**config.mk**
```make
export PLATFORM = sky130hd
export DESIGN_NAME = pcnt_top
export DESIGN_NICKNAME = d
export VERILOG_FILES = /design/src/rtl/pcnt_pkg.sv /design/src/rtl/pcnt_sync.sv /design/src/rtl/pcnt_decode.sv /design/src/rtl/pcnt_core.sv /design/src/rtl/pcnt_top.sv
export SDC_FILE = /design/constraint.sdc
export NUM_CORES = 1
export LEC_CHECK = 0
export CAP_MARGIN = 30
export CORE_MARGIN = 8
export CORE_UTILIZATION = 48
export DETAILED_ROUTE_END_ITERATION = 16
export GPL_TIMING_DRIVEN = 1
export MAX_ROUTING_LAYER = met4
export PLACE_DENSITY = 0.83
export SYNTH_ARGS = -nofsm -noshare
export SYNTH_HDL_FRONTEND = slang
export SYNTH_HIERARCHICAL = 1
export SYNTH_SLANG_ARGS = --single-unit
export TNS_END_PERCENT = 10
```
**constraint.sdc**
```tcl
create_clock -name clk -period 10.5 [get_ports clk]
set_input_delay 1.575 -clock clk [delete_from_list [all_inputs] [get_ports clk]]
set_output_delay 1.575 -clock clk [all_outputs]
set_load 0.05 [all_outputs]
```
**src/rtl/pcnt_pkg.sv**
```systemverilog
package pcnt_pkg;
  typedef enum logic [1:0] {
    DEC_QUAD = 2'd0,
    DEC_UPDN = 2'd1,
    DEC_PDIR = 2'd2,
    DEC_INC  = 2'd3
  } dec_mode_e;

  typedef enum logic {
    CLR_Z_AND_SW = 1'b0,
    CLR_SW_EDGE  = 1'b1
  } clr_sel_e;

  typedef struct packed {
    logic up;
    logic dn;
  } step_t;
endpackage

```
**src/rtl/pcnt_sync.sv**
```systemverilog
module pcnt_sync #(
  parameter int WIDTH  = 3,
  parameter int STAGES = 2
) (
  input  logic             clk,
  input  logic             rst_n,
  input  logic [WIDTH-1:0] d,
  output logic [WIDTH-1:0] q
);
  logic [STAGES-1:0][WIDTH-1:0] stg;

  always_ff @(posedge clk or negedge rst_n) begin
    if (!rst_n) stg[0] <= '0;
    else        stg[0] <= d;
  end

  for (genvar i = 1; i < STAGES; i++) begin : g_stage
    always_ff @(posedge clk or negedge rst_n) begin
      if (!rst_n) stg[i] <= '0;
      else        stg[i] <= stg[i-1];
    end
  end

  assign q = stg[STAGES-1];
endmodule

```
**src/rtl/pcnt_decode.sv**
```systemverilog
module pcnt_decode
  import pcnt_pkg::*;
(
  input  logic      clk,
  input  logic      rst_n,
  input  logic      a,
  input  logic      b,
  input  logic      z,
  input  dec_mode_e mode,
  output step_t     step,
  output logic      z_rise,
  output logic      dbl_flip
);
  logic a_q, b_q, z_q;

  always_ff @(posedge clk or negedge rst_n) begin
    if (!rst_n) begin
      a_q <= 1'b0;
      b_q <= 1'b0;
      z_q <= 1'b0;
    end else begin
      a_q <= a;
      b_q <= b;
      z_q <= z;
    end
  end

  logic a_chg, b_chg, a_rise, b_rise;
  assign a_chg  = a ^ a_q;
  assign b_chg  = b ^ b_q;
  assign a_rise = a & ~a_q;
  assign b_rise = b & ~b_q;
  assign z_rise = z & ~z_q;

  always_comb begin
    step     = '0;
    dbl_flip = 1'b0;
    unique case (mode)
      DEC_QUAD: begin
        if (a_chg && b_chg) begin
          dbl_flip = 1'b1;
        end else if (a_chg) begin
          step.up = (a != b);
          step.dn = (a == b);
        end else if (b_chg) begin
          step.up = (a == b);
          step.dn = (a != b);
        end
      end
      DEC_UPDN: begin
        step.up = a_rise & ~b_rise;
        step.dn = b_rise & ~a_rise;
      end
      DEC_PDIR: begin
        step.up = a_rise & ~b;
        step.dn = a_rise & b;
      end
      DEC_INC: begin
        step.up = a_rise;
      end
      default: step = '0;
    endcase
  end
endmodule

```
**src/rtl/pcnt_core.sv**
```systemverilog
module pcnt_core
  import pcnt_pkg::*;
#(
  parameter int CNT_W = 32
) (
  input  logic             clk,
  input  logic             rst_n,
  input  step_t            step,
  input  logic             clear,
  input  logic             qerr_in,
  input  logic             ring_en,
  input  logic [CNT_W-1:0] ring_max,
  output logic [CNT_W-1:0] count,
  output logic             rst_evt,
  output logic             ovf,
  output logic             unf,
  output logic             quad_err
);
  localparam logic [CNT_W-1:0] LIN_MAX = {1'b0, {(CNT_W-1){1'b1}}};
  localparam logic [CNT_W-1:0] LIN_MIN = {1'b1, {(CNT_W-1){1'b0}}};
  localparam logic [CNT_W-1:0] ONE     = {{(CNT_W-1){1'b0}}, 1'b1};

  logic [CNT_W-1:0] rmax, cnt_nx;
  logic             ovf_nx, unf_nx, qerr_nx;

  assign rmax = (ring_max == '0) ? ONE : ring_max;

  always_comb begin
    cnt_nx  = count;
    ovf_nx  = ovf;
    unf_nx  = unf;
    qerr_nx = quad_err | qerr_in;
    if (clear) begin
      cnt_nx  = '0;
      ovf_nx  = 1'b0;
      unf_nx  = 1'b0;
      qerr_nx = 1'b0;
    end else if (step.up) begin
      if (ring_en) cnt_nx = (count >= rmax) ? '0 : count + ONE;
      else if (count == LIN_MAX) ovf_nx = 1'b1;
      else cnt_nx = count + ONE;
    end else if (step.dn) begin
      if (ring_en) cnt_nx = (count == '0 || count > rmax) ? rmax : count - ONE;
      else if (count == LIN_MIN) unf_nx = 1'b1;
      else cnt_nx = count - ONE;
    end
  end

  always_ff @(posedge clk or negedge rst_n) begin
    if (!rst_n) begin
      count    <= '0;
      ovf      <= 1'b0;
      unf      <= 1'b0;
      quad_err <= 1'b0;
      rst_evt  <= 1'b0;
    end else begin
      count    <= cnt_nx;
      ovf      <= ovf_nx;
      unf      <= unf_nx;
      quad_err <= qerr_nx;
      rst_evt  <= clear;
    end
  end
endmodule

```
**src/rtl/pcnt_top.sv**
```systemverilog
module pcnt_top
  import pcnt_pkg::*;
#(
  parameter int CNT_W       = 32,
  parameter int SYNC_STAGES = 2
) (
  input  logic             clk,
  input  logic             rst_n,
  input  logic             in_a,
  input  logic             in_b,
  input  logic             in_z,
  input  logic [1:0]       mode,
  input  logic             ring_en,
  input  logic [CNT_W-1:0] ring_max,
  input  logic             rst_sel,
  input  logic             sw_rst,
  output logic [CNT_W-1:0] count,
  output logic             rst_evt,
  output logic             ovf,
  output logic             unf,
  output logic             quad_err
);
  logic [2:0] raw_in, syn_in;
  step_t      step;
  logic       step_up, step_dn;
  logic       z_rise, dbl_flip, sw_q, sw_rise, clr_req;

  assign raw_in = {in_z, in_b, in_a};

  pcnt_sync #(.WIDTH(3), .STAGES(SYNC_STAGES)) u_sync (
    .clk(clk), .rst_n(rst_n), .d(raw_in), .q(syn_in)
  );

  pcnt_decode u_dec (
    .clk(clk), .rst_n(rst_n),
    .a(syn_in[0]), .b(syn_in[1]), .z(syn_in[2]),
    .mode(dec_mode_e'(mode)),
    .step(step), .z_rise(z_rise), .dbl_flip(dbl_flip)
  );

  assign step_up = step.up;
  assign step_dn = step.dn;

  always_ff @(posedge clk or negedge rst_n) begin
    if (!rst_n) sw_q <= 1'b0;
    else        sw_q <= sw_rst;
  end
  assign sw_rise = sw_rst & ~sw_q;

  always_comb begin
    if (clr_sel_e'(rst_sel) == CLR_SW_EDGE) clr_req = sw_rise;
    else                                    clr_req = z_rise & sw_rst;
  end

  pcnt_core #(.CNT_W(CNT_W)) u_core (
    .clk(clk), .rst_n(rst_n), .step(step), .clear(clr_req),
    .qerr_in(dbl_flip), .ring_en(ring_en), .ring_max(ring_max),
    .count(count), .rst_evt(rst_evt), .ovf(ovf), .unf(unf),
    .quad_err(quad_err)
  );
endmodule

```
==> Word-level counts from Yosys, hierarchy flattened <==
Cells that the tools add are included.
{ "classes": {"mux": 28, "reduce_logical": 13, "n_lt_le_gt_ge": 2, "addsub": 2, "n_eq_ne": 11, "bitwise_logic": 19} }
{ "op_table": {"columns": ["cell", "n"], "rows": [
  ["$mux W32", 10],
  ["$logic_not A32 Y1", 2],
  ["$add A32 B1 Y32 const B", 1],
  ["$eq A32 B31 Y1 const B", 1],
  ["$eq A32 B32 Y1 const B", 1],
  ["$ge A32 B32 Y1", 1],
  ["$gt A32 B32 Y1", 1],
  ["$sub A32 B1 Y32 const B", 1],
  ["$mux W1", 13],
  ["$and A1 B1 Y1", 9],
  ["$ne A4 B3 Y1 const B", 2],
  ["$reduce_bool A2 Y1", 4],
  ["$not A1 Y1", 7],
  ["$mux W2", 3],
  ["$reduce_and A3 Y1", 2],
  ["$eq A2 B2 Y1 const B", 2],
  ["$ne A2 B1 Y1 const B", 2],
  ["$pmux W1 S4", 1],
  ["$reduce_and A4 Y1", 1],
  ["$pmux W1 S3", 1],
  ["$reduce_bool A3 Y1", 1],
  ["$eq A2 B1 Y1 const B", 1],
  ["$logic_not A2 Y1", 1],
  ["$xor A1 B1 Y1", 2],
  ["other kinds (5)", 5]
]} }
{ "word_totals": {"register_bits": 46} }

==> Depth between registers and ports, before layout <==
{ "depth": {"depth_word": 9, "depth_mapped": 14, "mapped_depth_nobuf": 12} }

==> Cells and area by module <==
Netlist, hierarchy kept.
{ "modules_own_cells": {"columns": ["module", "cells_each", "area_each_um2", "seq_area_each_um2", "n_inst"], "rows": [
  ["pcnt_core", 589, 4443.0, 900.9, 1],
  ["pcnt_decode", 31, 317.8, 75.1, 1],
  ["pcnt_sync", 9, 172.7, 150.1, 1],
  ["pcnt_top", 3, 38.8, 25.0, 1]
]} }

==> Worst setup path after synthesis <==
Ideal clock, no wire load.
{ "synth_timing": {"path_type": "input to register", "startpoint": "in mode[0]", "endpoint": "reg u_core.count[26]", "t_arrival_ns": 4.286, "cell_stages": 14, "required_time_ns": 10.357, "setup_ns": 0.143, "path_slack_ns": 6.071, "path_cell_list": "inv_1 > ha_1 > nand2b_1 > a31oi_1 > o2bb2ai_1 > or3b_1 > or4_1 > nor4_1 > a21o_1 > buf_2 > clkbuf_1 > nor3_1 > o21ai_0 > o221ai_1"} }
{ "synth_rtl": {"columns": ["element", "line_no", "text"], "rows": [
  ["from (decl)", "pcnt_top.sv:12", "input logic [1:0] mode,"],
  ["to (signal assigned)", "pcnt_core.sv:57", "count <= cnt_nx;"],
  ["to (decl)", "pcnt_core.sv:13", "output logic [CNT_W-1:0] count,"]
]} }

==> flow_summary.ini <==
[sta]
finalCritPeriodShare = 0.5397
setup-tns-final_ns = 0
hold_ws_ns = 0.3595
drv_slew = 0
finalHoldViolCount = 0
worstMarginPinSlew_ns = 1.031
slew_headroom = 0.3129
max_freq_ghz = 0.1765
timing.final.crit_period_ns = 5.667
finalSetupViolCount = 0
clock_skew_ns = 0.005100
rsz0062_at_grt = false

[drt]
drc = 0
routed_via_density = 6.415
drt_first_pass_iters = 7
vias = 5215
drtIter0Drc = 474
drtAntennaViolNets = 0
wl_per_cell_um = 19.94
wl_um = 16210

[logic_synthesis]
syn_nets = 717
synth-edff-count = 0
ys_warn_count = 6
ys_async_sr_fraction = 1.000
avgSynthCellArea_um2 = 7.868
synth.distinct_cells = 66
synth-seq-cells = 46
synthCells = 632
synthFlopType = dfrtp_1
ys_seq_area_frac = 0.2315
synth_area_mm2 = 0.004972

[pwr]
p_comb_frac = 0.605
vdd_drop_max_v = 0.0001125
pwr-share-seq = 0.287
power_leakage_nw = 2.502
switchingPower_mw = 0.7390
total_power_mw = 1.351
sw_frac_of_total = 0.5469
power_density_mw_per_mm2 = 230.1
p_clk_frac = 0.107
p_int_mw = 0.6122

[cells_and_area]
nNetsFinal = 761
n_antenna_cell = 0
mostFrequentLayoutCells = clkdlybuf4s50_1, nand2_1, inv_1
largest_register = u_core/count
drive_above_1_share = 0.05170
syn2layout_area_growth_pct = 18.12
fillers = 959
largest_register_ffs = 32
final_common_cell = clkdlybuf4s50_1

[floorplanning]
die_height_um = 117.8
dieWidth_um = 117.8
start_util = 0.4882
num_rows = 37
coreArea_mm2 = 0.01018
die_area_mm2 = 0.01387
io_pins = 78

[clocking]
clock_sinks = 46
cts_made_buffers = 5
cts_tree = yes
path_clk_slew_ns = 0.10
clock_latency_ns = 0.31
htreeDepth = 2
cts_hold_buf = 0
root_buffer = clkbuf_8
clockBufferDepth = 2
cts_setup_buffers = 0
post_cts_resized = 0

[global_route]
grt_pass1_vias = 5055
grtUsageTotal = 0.2321
grt_max_degree = 47
gr-total-overflow = 0
antenna_found_initial = 0
grt_first_pass_wirelength_um = 26050

[min_path]
holdPathStages = 0
min_path_type = flop to flop

[critical_path]
crit_top_cell = nand2_1
cp-start-kind = primary input
ff2ff_path_depth = 10
end_kind = flop
cp_slowest_cell = nand2_1
max_stage_delay_ns = 0.76
arrival_ns = 5.81
cp.depth = 12
path_max_fanout = 19
cp_num_buf_inv = 2
worstSetupPathType = primary input to flop
path_cells = clkdlybuf4s50_1, inv_1, ha_1, nand2_1, a31oi_1, o2bb2ai_1, or3b_1, or4_1, nor4_1, a21oi_2, nand2_1, o221ai_1
cp.required_ns = 10.64
path_delay_family = simple AND/OR/NAND/NOR gates

[place]
dpl.hpwl_um = 12060
io_buffers = 77
place.gp.congestion = 1.003

[flow_run]
drv_cap = 0

[run_status]
status = finished, final reports clean
## worst paths after layout
check                              endpoint          start  slack (ns)
min                             u_sync/q[0]  u_sync/stg[0]        0.36
max                        u_core/count[12]        mode[0]        4.83
min reg2reg                     u_sync/q[0]  u_sync/stg[0]        0.36
min in group asynchronous              sw_q          rst_n        1.36
max in group asynchronous  u_core/count[11]          rst_n        8.71
max reg2reg                u_core/count[12]    u_sync/q[1]        6.09
## metal layers
layer  vias up  share of wire  track usage
met2       294           0.46       0.3594
met4         0          0.020      0.08807
met1      2477           0.42       0.2892
met3        29          0.094      0.05276
li1       2415              -            -
met5         -              0            -
## layout make-up
class                           count  area, µm²  area share
Clock buffer                        5      68.82     0.01172
Clock inverter                      3      47.55    0.008095
Inverter                           48      180.2     0.03068
Multi-Input combinational cell    491       3440      0.5856
Sequential cell                    46       1151      0.1960
Tap cell                          136      170.2     0.02897
Timing Repair Buffer               84      815.8      0.1389
## logic make-up after synthesis
group / synth area share
flops: 0.2315
buf+inv: 0.08027
fa+ha+maj: 0.1082
compound gates: 0.2023
xor+xnor: 0.05083
simple gates: 0.2806
mux: 0.04630
## power by group through the flow
stage	clock (mW)	sequential, mW	combinational [mW]
6_report	0.145	0.388	0.818
5_1_grt	0.155	0.404	0.879
4_1_cts	0.148	0.385	0.808
3_5_place_dp	0	0.388	0.804
3_3_place_gp	0	0.382	0.782
2_1_floorplan	0	0.454	0.487
## Yosys cell counts, types with 8 or more instances
| master | instances | area [µm²] |
|---|---|---|
| o211ai_1 | 25 | 187.7 |
| nor4_1 | 22 | 137.6 |
| nand2_1 | 54 | 202.7 |
| xnor2_1 | 14 | 122.6 |
| a21oi_1 | 18 | 90.09 |
| dfrtp_1 | 46 | 1151 |
| inv_1 | 48 | 180.2 |
| a31oi_1 | 16 | 100.1 |
| mux2i_1 | 23 | 230.2 |
| xor2_1 | 13 | 113.9 |
| clkbuf_1 | 33 | 123.9 |
| nor2_1 | 36 | 135.1 |
| nor3_1 | 28 | 140.1 |
| nand3_1 | 30 | 150.1 |
| ha_1 | 43 | 538.0 |
| and2_1 | 16 | 100.1 |
| o21ai_0 | 18 | 90.09 |
| nand4_1 | 23 | 143.9 |
| nand2b_1 | 8 | 50.05 |
## per-stage QoR
| step | utilization | cells | area, µm² | setup WS (ns) |
|---|---|---|---|---|
| CTS | 0.5762 | 812 | 5868 | 4.978 |
| floorplan | - | 632 | 4972 | 6.071 |
| finish | 0.5767 | 813 | 5873 | 4.833 |
| global route | 0.5767 | 813 | 5873 | 4.718 |
| global placement | 0.5640 | 803 | 5744 | 4.957 |
| detailed placement | 0.5647 | 804 | 5752 | 4.669 |
## worst reg2reg max path, cell delays in order (launching register included)
cell and delay [ns]:
dfrtp_1 0.45, ha_1 0.34, nand2b_1 0.18, mux2i_1 0.17, o2bb2ai_1 0.20, or3b_1 0.48, or4_1 0.54, nor4_1 0.53
a21oi_2 0.31, nand2_1 0.76, o221ai_1 0.28
Power figures use the tool's default switching activity.
